**src/rtl/pinj_pkg.sv**
```systemverilog
package pinj_pkg;
  // path -> control: which arm condition the current input cycle satisfies
  typedef struct packed {
    logic addrHit;
    logic dataHit;
  } pinj_hit_t;

  // control -> path: one-cycle strobes that invert the parity bit
  typedef struct packed {
    logic injAddr;
    logic injData;
  } pinj_strobe_t;
endpackage

```
**src/rtl/pinjCtrl.sv**
```systemverilog
module pinjCtrl
  import pinj_pkg::*;
#(
  parameter int PORT_W = 8
) (
  input  logic                clk,
  input  logic                rstN,
  input  logic                regWrEn,
  input  logic [PORT_W+1:0]   regWrData,
  output logic [PORT_W+1:0]   regRdData,
  input  pinj_hit_t           hit,
  output pinj_strobe_t        strobe,
  output logic [PORT_W-1:0]   target
);
  localparam int ADDR_BIT = 0;
  localparam int DATA_BIT = 1;

  logic addrArm;
  logic dataArm;

  assign strobe.injAddr = addrArm & hit.addrHit;
  assign strobe.injData = dataArm & hit.dataHit;
  assign regRdData      = {target, dataArm, addrArm};

  // A pending arm only leaves by injection; an idle arm only enters by a written 1.
  always_ff @(posedge clk or negedge rstN) begin
    if (!rstN) begin
      addrArm <= 1'b0;
      dataArm <= 1'b0;
      target  <= '0;
    end else begin
      if (regWrEn) target <= regWrData[PORT_W+1:2];
      addrArm <= addrArm ? !hit.addrHit : (regWrEn & regWrData[ADDR_BIT]);
      dataArm <= dataArm ? !hit.dataHit : (regWrEn & regWrData[DATA_BIT]);
    end
  end

  // after an injection the arm is gone
  assert_addr_clears_R6: assert property (@(posedge clk) disable iff (!rstN)
    strobe.injAddr |=> !addrArm);
  assert_data_clears_R6: assert property (@(posedge clk) disable iff (!rstN)
    strobe.injData |=> !dataArm);
  // an arm disappears only through its own injection
  assert_addr_fall_R8: assert property (@(posedge clk) disable iff (!rstN)
    $fell(addrArm) |-> $past(hit.addrHit));
  assert_data_fall_R8: assert property (@(posedge clk) disable iff (!rstN)
    $fell(dataArm) |-> $past(hit.dataHit));
endmodule

```
**src/rtl/pinjPath.sv**
```systemverilog
module pinjPath
  import pinj_pkg::*;
#(
  parameter int DATA_W = 32,
  parameter int PORT_W = 8
) (
  input  logic               clk,
  input  logic               rstN,
  input  logic               txValid,
  input  logic               txSoc,
  input  logic [DATA_W-1:0]  txData,
  input  logic [PORT_W-1:0]  target,
  input  pinj_strobe_t       strobe,
  output pinj_hit_t          hit,
  output logic               outValid,
  output logic               outSoc,
  output logic [DATA_W-1:0]  outData,
  output logic               outParity
);
  logic [PORT_W-1:0] curPort;
  logic              portKnown;
  logic              oddPar;

  assign oddPar      = ~(^txData);
  assign hit.addrHit = txValid & txSoc & (txData[PORT_W-1:0] == target);
  assign hit.dataHit = txValid & !txSoc & portKnown & (curPort == target);

  always_ff @(posedge clk or negedge rstN) begin
    if (!rstN) begin
      curPort   <= '0;
      portKnown <= 1'b0;
      outValid  <= 1'b0;
      outSoc    <= 1'b0;
      outData   <= '0;
      outParity <= 1'b1;
    end else begin
      if (txValid && txSoc) begin
        curPort   <= txData[PORT_W-1:0];
        portKnown <= 1'b1;
      end
      outValid  <= txValid;
      outSoc    <= txSoc;
      outData   <= txData;
      outParity <= oddPar ^ (strobe.injAddr | strobe.injData);
    end
  end

  // bad parity on the output only after an injection strobe
  assert_parity_ok_R1: assert property (@(posedge clk) disable iff (!rstN)
    (outValid && (outParity == ^outData)) |-> $past(strobe.injAddr || strobe.injData));
  // address strobes only on address cycles
  assert_addr_on_soc_R4: assert property (@(posedge clk) disable iff (!rstN)
    strobe.injAddr |-> (txValid && txSoc));
  // data strobes only on data cycles
  assert_data_off_soc_R5: assert property (@(posedge clk) disable iff (!rstN)
    strobe.injData |-> (txValid && !txSoc));
endmodule

```
**src/rtl/egress_parity_injector.sv**
```systemverilog
module egress_parity_injector
  import pinj_pkg::*;
#(
  parameter int DATA_W = 32,
  parameter int PORT_W = 8
) (
  input  logic               clk,
  input  logic               rstN,
  input  logic               regWrEn,
  input  logic [PORT_W+1:0]  regWrData,
  output logic [PORT_W+1:0]  regRdData,
  input  logic               txValid,
  input  logic               txSoc,
  input  logic [DATA_W-1:0]  txData,
  output logic               outValid,
  output logic               outSoc,
  output logic [DATA_W-1:0]  outData,
  output logic               outParity
);
  pinj_hit_t         hit;
  pinj_strobe_t      strobe;
  logic [PORT_W-1:0] target;

  pinjCtrl #(.PORT_W(PORT_W)) uCtrl (
    .clk(clk), .rstN(rstN), .regWrEn(regWrEn), .regWrData(regWrData),
    .regRdData(regRdData), .hit(hit), .strobe(strobe), .target(target)
  );

  pinjPath #(.DATA_W(DATA_W), .PORT_W(PORT_W)) uPath (
    .clk(clk), .rstN(rstN), .txValid(txValid), .txSoc(txSoc), .txData(txData),
    .target(target), .strobe(strobe), .hit(hit), .outValid(outValid),
    .outSoc(outSoc), .outData(outData), .outParity(outParity)
  );
endmodule

```
**config.mk**
```make
export PLATFORM = sky130hd
export DESIGN_NAME = egress_parity_injector
export DESIGN_NICKNAME = d
export VERILOG_FILES = /design/src/rtl/pinj_pkg.sv /design/src/rtl/pinjCtrl.sv /design/src/rtl/pinjPath.sv /design/src/rtl/egress_parity_injector.sv
export SDC_FILE = /design/constraint.sdc
export NUM_CORES = 1
export LEC_CHECK = 0
export BUFFER_PORTS_ARGS = -buffer_cell sky130_fd_sc_hd__buf_2
export CAP_MARGIN = 20
export CORE_ASPECT_RATIO = 1.1
export CORE_MARGIN = 4
export CORE_UTILIZATION = 51
export CTS_CLUSTER_DIAMETER = 30
export DETAILED_ROUTE_END_ITERATION = 10
export GPL_TIMING_DRIVEN = 0
export HOLD_SLACK_MARGIN = 0.03
export PLACE_DENSITY = 0.85
export REMOVE_ABC_BUFFERS = 1
export SKIP_LAST_GASP = 1
export SYNTH_ARGS = -nofsm -noshare
export SYNTH_HDL_FRONTEND = slang
export SYNTH_HIERARCHICAL = 1
export SYNTH_SLANG_ARGS = --single-unit
```
**constraint.sdc**
```tcl
create_clock -name clk -period 3.2 [get_ports clk]
set_input_delay 0.64 -clock clk [delete_from_list [all_inputs] [get_ports clk]]
set_output_delay 0.64 -clock clk [all_outputs]
set_load 0.01 [all_outputs]
```
==> impl_metrics.yaml, run 1 <==
status:
  status: "complete, no violations"
logic_synthesis:
  ys_seq_elements: 54
  synth_cells: 144
  synth_edf_count: 0
  yosysMostFrequentCell: "dfrtp_1"
  synthXorXnorAreaFrac_pct: 19.6
  synth-simple-area-share_pct: 3.40
  synth_top_family_by_area: "XOR/XNOR gates"
  synth_warnings: 6
  synth_area_leaders: "dfrtp_1 (61%), xnor2_1 (16%), mux2_4 (5.5%)"
  yosysUniqueCellTypes: 18
  synth_compound_area_share_pct: 0
  synth_common_cells: "dfrtp_1 (53), xnor2_1 (40), buf_4 (10)"
  async_flop_share_pct: 100
  yosysSeqAreaShare_pct: 62.4
  synth_flop_cell: "dfrtp_1"
  netlist_area_um2: 2170
  synth_mux_area_share_pct: 10.6
  synthAdderAreaFrac_pct: 0
  synth_top_cell_area_share_pct: 61.2
  syn_avg_cell_area_um2: 15.1
  synth_top_area_cell: "dfrtp_1"
global_route:
  grt_max_degree: 43
  antenna_found_initial: 0
  gr-total-overflow: 0
  grt_pass1_wl_mm: 6.76
  grtUsageTotal_pct: 16.0
  grt_pass1_vias: 1396
worst_setup_path:
  worst_path_most_repeated_cell: "xnor2_1"
  cp-startpoint: "txData[6]"
  arrival_ns: 2.22
  cp.required_ns: 3.42
  path_cells: "buf_2 -> xnor2_1 -> nand4_1 -> nor4_1 -> and2_1 -> nor2_1 -> xnor2_1 -> xnor2_1 -> xnor2_1"
  slowest_stage: "nor4_1"
  cpPeakStageDelay_ns: 0.42
  crit_type: "in -> reg"
  crit_fanout: 4
  worstSetupEndpointType: "register"
  r2r-start: "uCtrl/target[6]$_DFFE_PN0P_"
  ff2ff_setup_slack_ns: 1.24
  cp-start-kind: "input port"
sta:
  fin_skew_ns: 0.00609
  clock.fmax_mhz: 501
  relSlewSlack_pct: 71.6
  finalMaxSlewViolations: 0
  setup_viol: 0
  tightestPinTransition_ns: 0.421
  fin_crit_ns: 2.00
  fin_hold_ws_ns: 0.229
  rsz0062_at_grt: "no"
  worst_slack_ns: 1.20
  setup-tns-final_ns: 0
  hold_viol: 0
  finalCritPeriodShare_pct: 62.4
die:
  dieArea_um2: 5360
  io_pins: 92
  die_w_um: 70.2
  num_rows: 24
  initial_core_util_pct: 53.9
  die_h_um: 76.4
  core-area_um2: 4020
cts:
  cts.repair_timing.setup_buffer_count: 0
  cts_buffers: 5
  root_buffer: "clkbuf_8"
  cts_resized: 0
  path_clk_slew_ns: 0.08
  clock_path_buffers: 2
  cts_sinks: 54
  tritoncts: "done"
  ctsHoldBuffers: 0
  clkLatencyLatePin_ns: 0.30
  cts-htree-levels: 2
finish:
  reg_top3: "uPath/outData: 32 flops, uCtrl/target: 8 flops, uPath/curPort: 8 flops"
  nFillCells: 323
  layout-drive-gt1-share_pct: 47.2
  largest_register: "uPath/outData"
  largest_reg_flops: 32
  area_delta_synth_final_pct: 25.1
  fin_nets: 279
  finish.utilization_pct: 67.4
  antenna-diode-count: 0
detailed_routing:
  dr_total_vias: 1360
  first_pass_iters: 3
  drc_errors: 0
  viasPerCell: 4.77
  wl_per_cell_um: 14.7
  drtIter0Drc: 43
  antenna_left: 0
  finalWirelength_mm: 4.18
placed_design:
  portBuffers: 91
  place_congestion: 0.709
  pre_cts_ws_ns: 0.831
  hpwlAfterDp_mm: 3.30
pwr:
  vdd_ir_drop_max_mv: 0.263
  p_leak_nw: 1.29
  p_total_mw: 1.47
  power.density_nw_per_um2: 540
flow_run:
  cap_violations: 0
min_path:
  hp-class: "in -> async"
-- cells in the final DEF, fill, tap and decap left out --
cell / netlist / layout
buf_12: 0 / 1
xor2_1: 6 / 6
mux2i_1: 2 / 2
and2_1: 2 / 2
nand4_1: 2 / 2
mux2_1: 5 / 5
nand2_1: 3 / 3
nor4_1: 2 / 2
nor2_1: 1 / 1
nand2b_1: 1 / 1
nand3_1: 3 / 3
dfrtp_1: 53 / 53
mux2_4: 8 / 8
clkbuf_1: 0 / 2
xnor3_1: 1 / 1
mux2_2: 3 / 3
buf_2: 0 / 91
clkbuf_8: 0 / 6
xnor2_1: 40 / 40
dfstp_2: 1 / 1
-- per-layer routing --
| metal | track usage (%) | vias up | routed length [um] |
|---|---|---|---|
| met3 | 3.69 | 4 | 290 |
| met2 | 27.1 | 62 | 2170 |
| met5 | 0 | - | 0 |
| li1 | - | 635 | - |
| met1 | 20.6 | 659 | 1690 |
| met4 | 4.02 | 0 | 32 |
-- where the power goes --
group	switching, mW	internal (mW)	leakage [nW]
Sequential	0.0319	0.742	0.620
Clock	0.201	0.177	0.0455
Combinational	0.140	0.174	0.626
-- worst paths after layout --
kind                            cells after the start                           to
worst min-delay path                                1  uPath/outData[20]$_DFF_PN0_
worst min register to register                      1  uPath/portKnown$_DFFE_PN0P_
worst max register to register                      8    uPath/outParity$_DFF_PN1_
min in group clk                                    1  uPath/outData[14]$_DFF_PN0_
max in group asynchronous                           2    uPath/outParity$_DFF_PN1_
worst max-delay path                                9    uPath/outParity$_DFF_PN1_
-- layout make-up --
cell class              instances  area, um^2  share of cell area (%)
well taps                      52        65.1                    2.40
multi-input cells              79         729                    26.9
repair buffers                 92         475                    17.5
clock buffers                   8        90.1                    3.32
flip-flops and latches         54        1350                    49.9
-- per-stage QoR --
stage | cell area, um^2 | std cells
after floorplan | 2080 | 133
after global placement | 2600 | 276
after detailed placement | 2620 | 277
after CTS | 2710 | 285
after global routing | 2710 | 285
final | 2710 | 285
-- logic make-up after synthesis --
group | count (synthesis)
DFF | 54
xor gates and xnor gates | 47
muxes | 18
and+or+nand+nor | 14
buffers and inverters | 11
-- worst max-delay path: cells and delay by family --
family / cells / cell delay [ns]
xor gates and xnor gates: 4 / 0.67
buffers and inverters: 1 / 0.13
and+or+nand+nor: 4 / 0.77
(Power assumes the default switching activity.)
==> inputs of run 2 (changes only) <==
- ABC_AREA: unset -> 1
- CORE_UTILIZATION: 51 -> 45
- PLACE_DENSITY: 0.85 -> 0.76
- clock period: 3.2 -> 1.67 ns (I/O delays scaled with it)
==> impl_metrics.yaml, run 2 <==
detailed_routing:
  maxUsedRoutingLayer: "met4"
  antenna_left: 0
  met2_wirelength_mm: 2.67
  viasPerCell: 4.53
  wl_met3_um: 388
  drtIter0Drc: 54
  finalWirelength_mm: 5.42
  wl_per_cell_um: 11.2
  drc_errors: 0
  first_pass_iters: 4
  dr_total_vias: 2187
  met1_length_mm: 2.28
sta:
  worst_slack_ns: -0.373
  finalCritPeriodShare_pct: 122
  setup_viol: 1
  hold_viol: 0
  finalMaxSlewViolations: 0
  relSlewSlack_pct: 64.4
  fin_skew_ns: 0.0113
  setup-tns-final_ns: -0.373
  rsz0062_at_grt: "yes"
  fin_crit_ns: 2.04
  clock.fmax_mhz: 489
  tightestPinTransition_ns: 0.534
pwr:
  p_leak_nw: 1.86
  vdd_ir_drop_max_mv: 0.465
  power.density_nw_per_um2: 885
finish:
  reg_top3: "uPath/outData: 32 flops, uCtrl/target: 8 flops, uPath/curPort: 8 flops"
  finish.utilization_pct: 59.1
  largest_register: "uPath/outData"
  post_layout_nonfiller_instances: 483
  antenna-diode-count: 0
  area_delta_synth_final_pct: 24.0
  fin_nets: 454
  nFillCells: 511
  layout-drive-gt1-share_pct: 30.6
  largest_reg_flops: 32
  seqCellArea_um2: 1350
  final_area_um2: 3250
  multi_input_area_um2: 1000
  final_cell_mix: "nand2_1 (135), buf_2 (91), dfrtp_1 (52)"
  final_common_cell: "nand2_1"
global_route:
  grt_max_degree: 32
  grt_pass1_vias: 2183
  antenna_found_initial: 0
  grt_pass1_wl_mm: 9.13
  grtUsageTotal_pct: 16.2
  gr-total-overflow: 0
logic_synthesis:
  yosysSeqAreaShare_pct: 51.6
  synth_top_area_cell: "dfrtp_1"
  syn_avg_cell_area_um2: 8.32
  netlist_area_um2: 2620
  synth_cells: 315
  synth_area_leaders: "dfrtp_1 (51%), nand2_1 (19%), inv_1 (7.0%)"
  synth_flop_cell: "dfrtp_1"
  yosysUniqueCellTypes: 29
  synth_edf_count: 0
  async_flop_share_pct: 100
  yosysMostFrequentCell: "nand2_1"
  synth_warnings: 6
  synth_common_cells: "nand2_1 (135), dfrtp_1 (53), inv_1 (49)"
  synth_top_cell_area_share_pct: 50.6
  ys_seq_elements: 54
cts:
  clkLatencyLatePin_ns: 0.29
  cts-htree-levels: 2
  root_buffer: "clkbuf_8"
  path_clk_slew_ns: 0.09
  clock_path_buffers: 2
  cts_buffers: 5
  cts_sinks: 54
  tritoncts: "done"
placed_design:
  portBuffers: 91
  place_congestion: 0.833
  placed_cell_area_um2: 3080
  hpwlAfterDp_mm: 4.28
  dp.cells: 469
worst_setup_path:
  cp.required_ns: 1.90
  ff2ff_setup_slack_ns: -0.37
  worstReg2RegEnd: "uPath/outParity$_DFF_PN1_"
  arrival_ns: 2.27
  cp-start-kind: "register"
  r2r-start: "uCtrl/target[3]$_DFFE_PN0P_"
  crit_fanout: 3
  worstSetupEndpointType: "register"
  rr_worst_depth: 13
  crit_type: "reg -> reg"
status:
  violations: "negative setup slack"
  status: "finished with violations"
die:
  io_pins: 92
  die_h_um: 88.0
  die_w_um: 80.8
  num_rows: 28
  core-area_um2: 5500
  dieArea_um2: 7110
  initial_core_util_pct: 47.7
min_path:
  holdPathEnd: "uPath/outData[12]$_DFF_PN0_"
  min_path_cells: 1
  min_from: "txData[12]"
  hp-class: "in -> reg"
flow_run:
  cap_violations: 0
## run 2: kinds of logic (layout without fill, tap and decap cells)
logic type / after synthesis / in the layout / share of synthesized area [%]
multiplexers: 4 / 4 / 1.72
buffers and inverters: 63 / 156 / 11.4
flip-flops: 54 / 54 / 51.6
AO/OA/AOI/OAI: 22 / 22 / 5.25
AND/OR/NAND/NOR: 154 / 154 / 23.8
XOR/XNOR: 18 / 18 / 6.30
## run 2: worst max-delay path by stage
stage	from	endpoint	slack, ns	cells past startpoint
3_3_place_gp	txValid	uPath/outParity$_DFF_PN1_	-0.36	14
2_1_floorplan	uCtrl/target[3]$_DFFE_PN0P_	uPath/outParity$_DFF_PN1_	-0.17	13
6_report	uCtrl/target[3]$_DFFE_PN0P_	uPath/outParity$_DFF_PN1_	-0.37	13
5_1_grt	uCtrl/target[3]$_DFFE_PN0P_	uPath/outParity$_DFF_PN1_	-0.57	15
3_5_place_dp	uCtrl/target[3]$_DFFE_PN0P_	uPath/outParity$_DFF_PN1_	-0.44	13
4_1_cts	uCtrl/target[3]$_DFFE_PN0P_	uPath/outParity$_DFF_PN1_	-0.37	13
## run 2: repair_timing
item,4_1_cts,5_1_grt
buffers inserted,0,5
resized for setup,1,7
setup endpoints to repair,1,1
endpoints found under the hold margin,22,0
hold buffers,1,0
cloned,0,0
pin swaps,0,5
## run 2: power breakdown
group / switching [mW] / leakage (nW) / internal, mW
Sequential: 0.0731 / 0.627 / 1.43
Clock: 0.376 / 0.0455 / 0.339
Combinational: 0.387 / 1.19 / 0.278
Total: 0.836 / 1.86 / 2.04
## run 2: worst max-delay path: stages, from the launching register on
cell and delay, ns:
dfrtp_1 0.42, xor2_1 0.17, a221oi_2 0.20, nand3_1 0.16, nor4_4 0.28, nand2_1 0.08
inv_1 0.05, nor2_1 0.05, xor2_1 0.19, nand3_1 0.11, nand2_2 0.09, nand3_1 0.08
nand2_1 0.07, inv_1 0.03
## run 2: final cells by class
class / instances / area share [%]
multi-input combinational: 198 / 30.8
tap: 75 / 2.89
inverter: 50 / 5.77
timing repair buffer: 98 / 16.1
clock buffer: 8 / 2.77
sequential: 54 / 41.6
## run 2: routing by layer
layer  track usage [%]  vias to the layer above
met3              3.50                        8
met1              19.9                      988
met4              6.91                        0
met5                 0                        -
li1                  -                     1123
met2              27.4                       68
## run 2: through the flow
step	hold slack, ns	total power [mW]	setup slack (ns)
floorplan	0.0384	1.88	-0.173
global placement	0.448	2.12	-0.362
detailed placement	0.343	2.16	-0.444
CTS	0.158	2.89	-0.373
global route	0.154	3.08	-0.569
finish	0.175	2.88	-0.373
==> inputs of run 3 (changes only) <==
- ABC_AREA: 1 -> unset
- CORE_UTILIZATION: 45 -> 42
- PLACE_DENSITY: 0.76 -> 0.75
==> impl_metrics.yaml, run 3 (synthesis gave the netlist of run 1 again) <==
status:
  status: "finished with violations"
  violations: "negative setup slack"
finish:
  final_common_cell: "buf_2"
  largest_reg_flops: 32
  antenna-diode-count: 0
  area_delta_synth_final_pct: 29.9
  layout-drive-gt1-share_pct: 50.8
  largest_register: "uPath/outData"
  nFillCells: 447
  finish.utilization_pct: 56.4
  fin_nets: 286
  final_cell_mix: "buf_2 (91), dfrtp_1 (52), xnor2_1 (38)"
  final_area_um2: 2820
  reg_top3: "uPath/outData: 32 flops, uCtrl/target: 8 flops, uPath/curPort: 8 flops"
detailed_routing:
  wl_per_cell_um: 14.7
  finalWirelength_mm: 4.38
  drtIter0Drc: 42
  antenna_left: 0
  dr_total_vias: 1347
  viasPerCell: 4.52
  first_pass_iters: 4
  drc_errors: 0
cts:
  tritoncts: "done"
  cts_sinks: 54
  clkLatencyLatePin_ns: 0.30
  cts_buffers: 5
  cts-htree-levels: 2
  root_buffer: "clkbuf_8"
  path_clk_slew_ns: 0.09
  clock_path_buffers: 2
global_route:
  grtUsageTotal_pct: 14.5
  antenna_found_initial: 0
  grt_pass1_wl_mm: 7.33
  grt_max_degree: 34
  gr-total-overflow: 0
  grt_pass1_vias: 1489
placed_design:
  pre_cts_ws_ns: -0.478
  placed_cell_area_um2: 2630
  hpwlAfterDp_mm: 3.42
  place_congestion: 0.732
  portBuffers: 91
sta:
  setup-tns-final_ns: -0.213
  finalCritPeriodShare_pct: 113
  fin_crit_ns: 1.88
  relSlewSlack_pct: 66.3
  setup_viol: 1
  fin_skew_ns: 0.00727
  hold_viol: 0
  rsz0062_at_grt: "yes"
  tightestPinTransition_ns: 0.506
  clock.fmax_mhz: 531
  worst_slack_ns: -0.213
  finalMaxSlewViolations: 0
worst_setup_path:
  crit_fanout: 4
  worstSetupEndpointType: "register"
  cp-startpoint: "uCtrl/target[3]$_DFFE_PN0P_"
  arrival_ns: 2.11
  crit_type: "reg -> reg"
  r2r-start: "uCtrl/target[3]$_DFFE_PN0P_"
  cp.required_ns: 1.90
  cp-start-kind: "register"
pwr:
  p_leak_nw: 1.35
  power.density_nw_per_um2: 1000
  vdd_ir_drop_max_mv: 0.398
die:
  num_rows: 27
  initial_core_util_pct: 43.4
  dieArea_um2: 6380
  core-area_um2: 5000
  die_h_um: 83.4
  die_w_um: 76.5
  io_pins: 92
flow_run:
  cap_violations: 0
min_path:
  hp-class: "in -> reg"
  min_from: "txData[20]"
run 3: report_power, final:
| part | total (mW) | internal, mW | switching [mW] |
|---|---|---|---|
| logic | 0.640 | 0.351 | 0.288 |
| registers | 1.48 | 1.42 | 0.0578 |
| clock network | 0.698 | 0.297 | 0.401 |
| total | 2.82 | 2.07 | 0.748 |
run 3: critical path: stages, from the launching register on:
cell	delay, ns
dfrtp_2	0.47
xnor2_2	0.15
nand3_1	0.14
nor4_4	0.34
and2_1	0.18
nor2_1	0.05
xnor2_1	0.13
xnor2_1	0.22
xnor2_1	0.15
run 3: cell type report:
| cell class | count | area (um^2) | share of cell area [%] |
|---|---|---|---|
| clock inverter | 2 | 13.8 | 0.488 |
| multi-input combinational | 79 | 774 | 27.5 |
| clock buffer | 6 | 72.6 | 2.58 |
| tap | 58 | 72.6 | 2.58 |
| timing repair buffer | 99 | 531 | 18.8 |
| sequential | 54 | 1350 | 48.0 |
run 3: repair_timing:
item / CTS / global route
hold endpoints to repair: 21 / 0
resized for setup: 3 / 4
buffers inserted: 4 / 2
pin swaps: 7 / 8
setup endpoints to repair: 1 / 1
hold buffers: 1 / 0
run 3: through the flow:
| step | total power [mW] | hold slack [ns] | cells |
|---|---|---|---|
| floorplan | 1.88 | 0.0384 | 133 |
| global placement | 2.10 | 0.454 | 282 |
| detailed placement | 2.12 | 0.333 | 283 |
| CTS | 2.83 | 0.149 | 296 |
| global route | 2.96 | 0.138 | 298 |
| finish | 2.82 | 0.155 | 298 |
run 3: worst paths after layout:
check	endpoint	cells past startpoint	slack [ns]
max in group asynchronous	uPath/outParity$_DFF_PN1_	3	0.54
max reg2reg	uPath/outParity$_DFF_PN1_	8	-0.21
max	uPath/outParity$_DFF_PN1_	8	-0.21
min	uPath/outData[20]$_DFF_PN0_	1	0.16
min reg2reg	uPath/portKnown$_DFFE_PN0P_	1	0.49
min in group asynchronous	uPath/outData[24]$_DFF_PN0_	2	0.53
run 3: per-layer routing:
| metal | vias up | track usage, % | wire length, um |
|---|---|---|---|
| met3 | 5 | 2.39 | 217 |
| met2 | 37 | 27.3 | 2510 |
| met5 | - | 0 | 0 |
| met4 | 0 | 6.10 | 74 |
| met1 | 659 | 15.8 | 1580 |
| li1 | 646 | - | - |
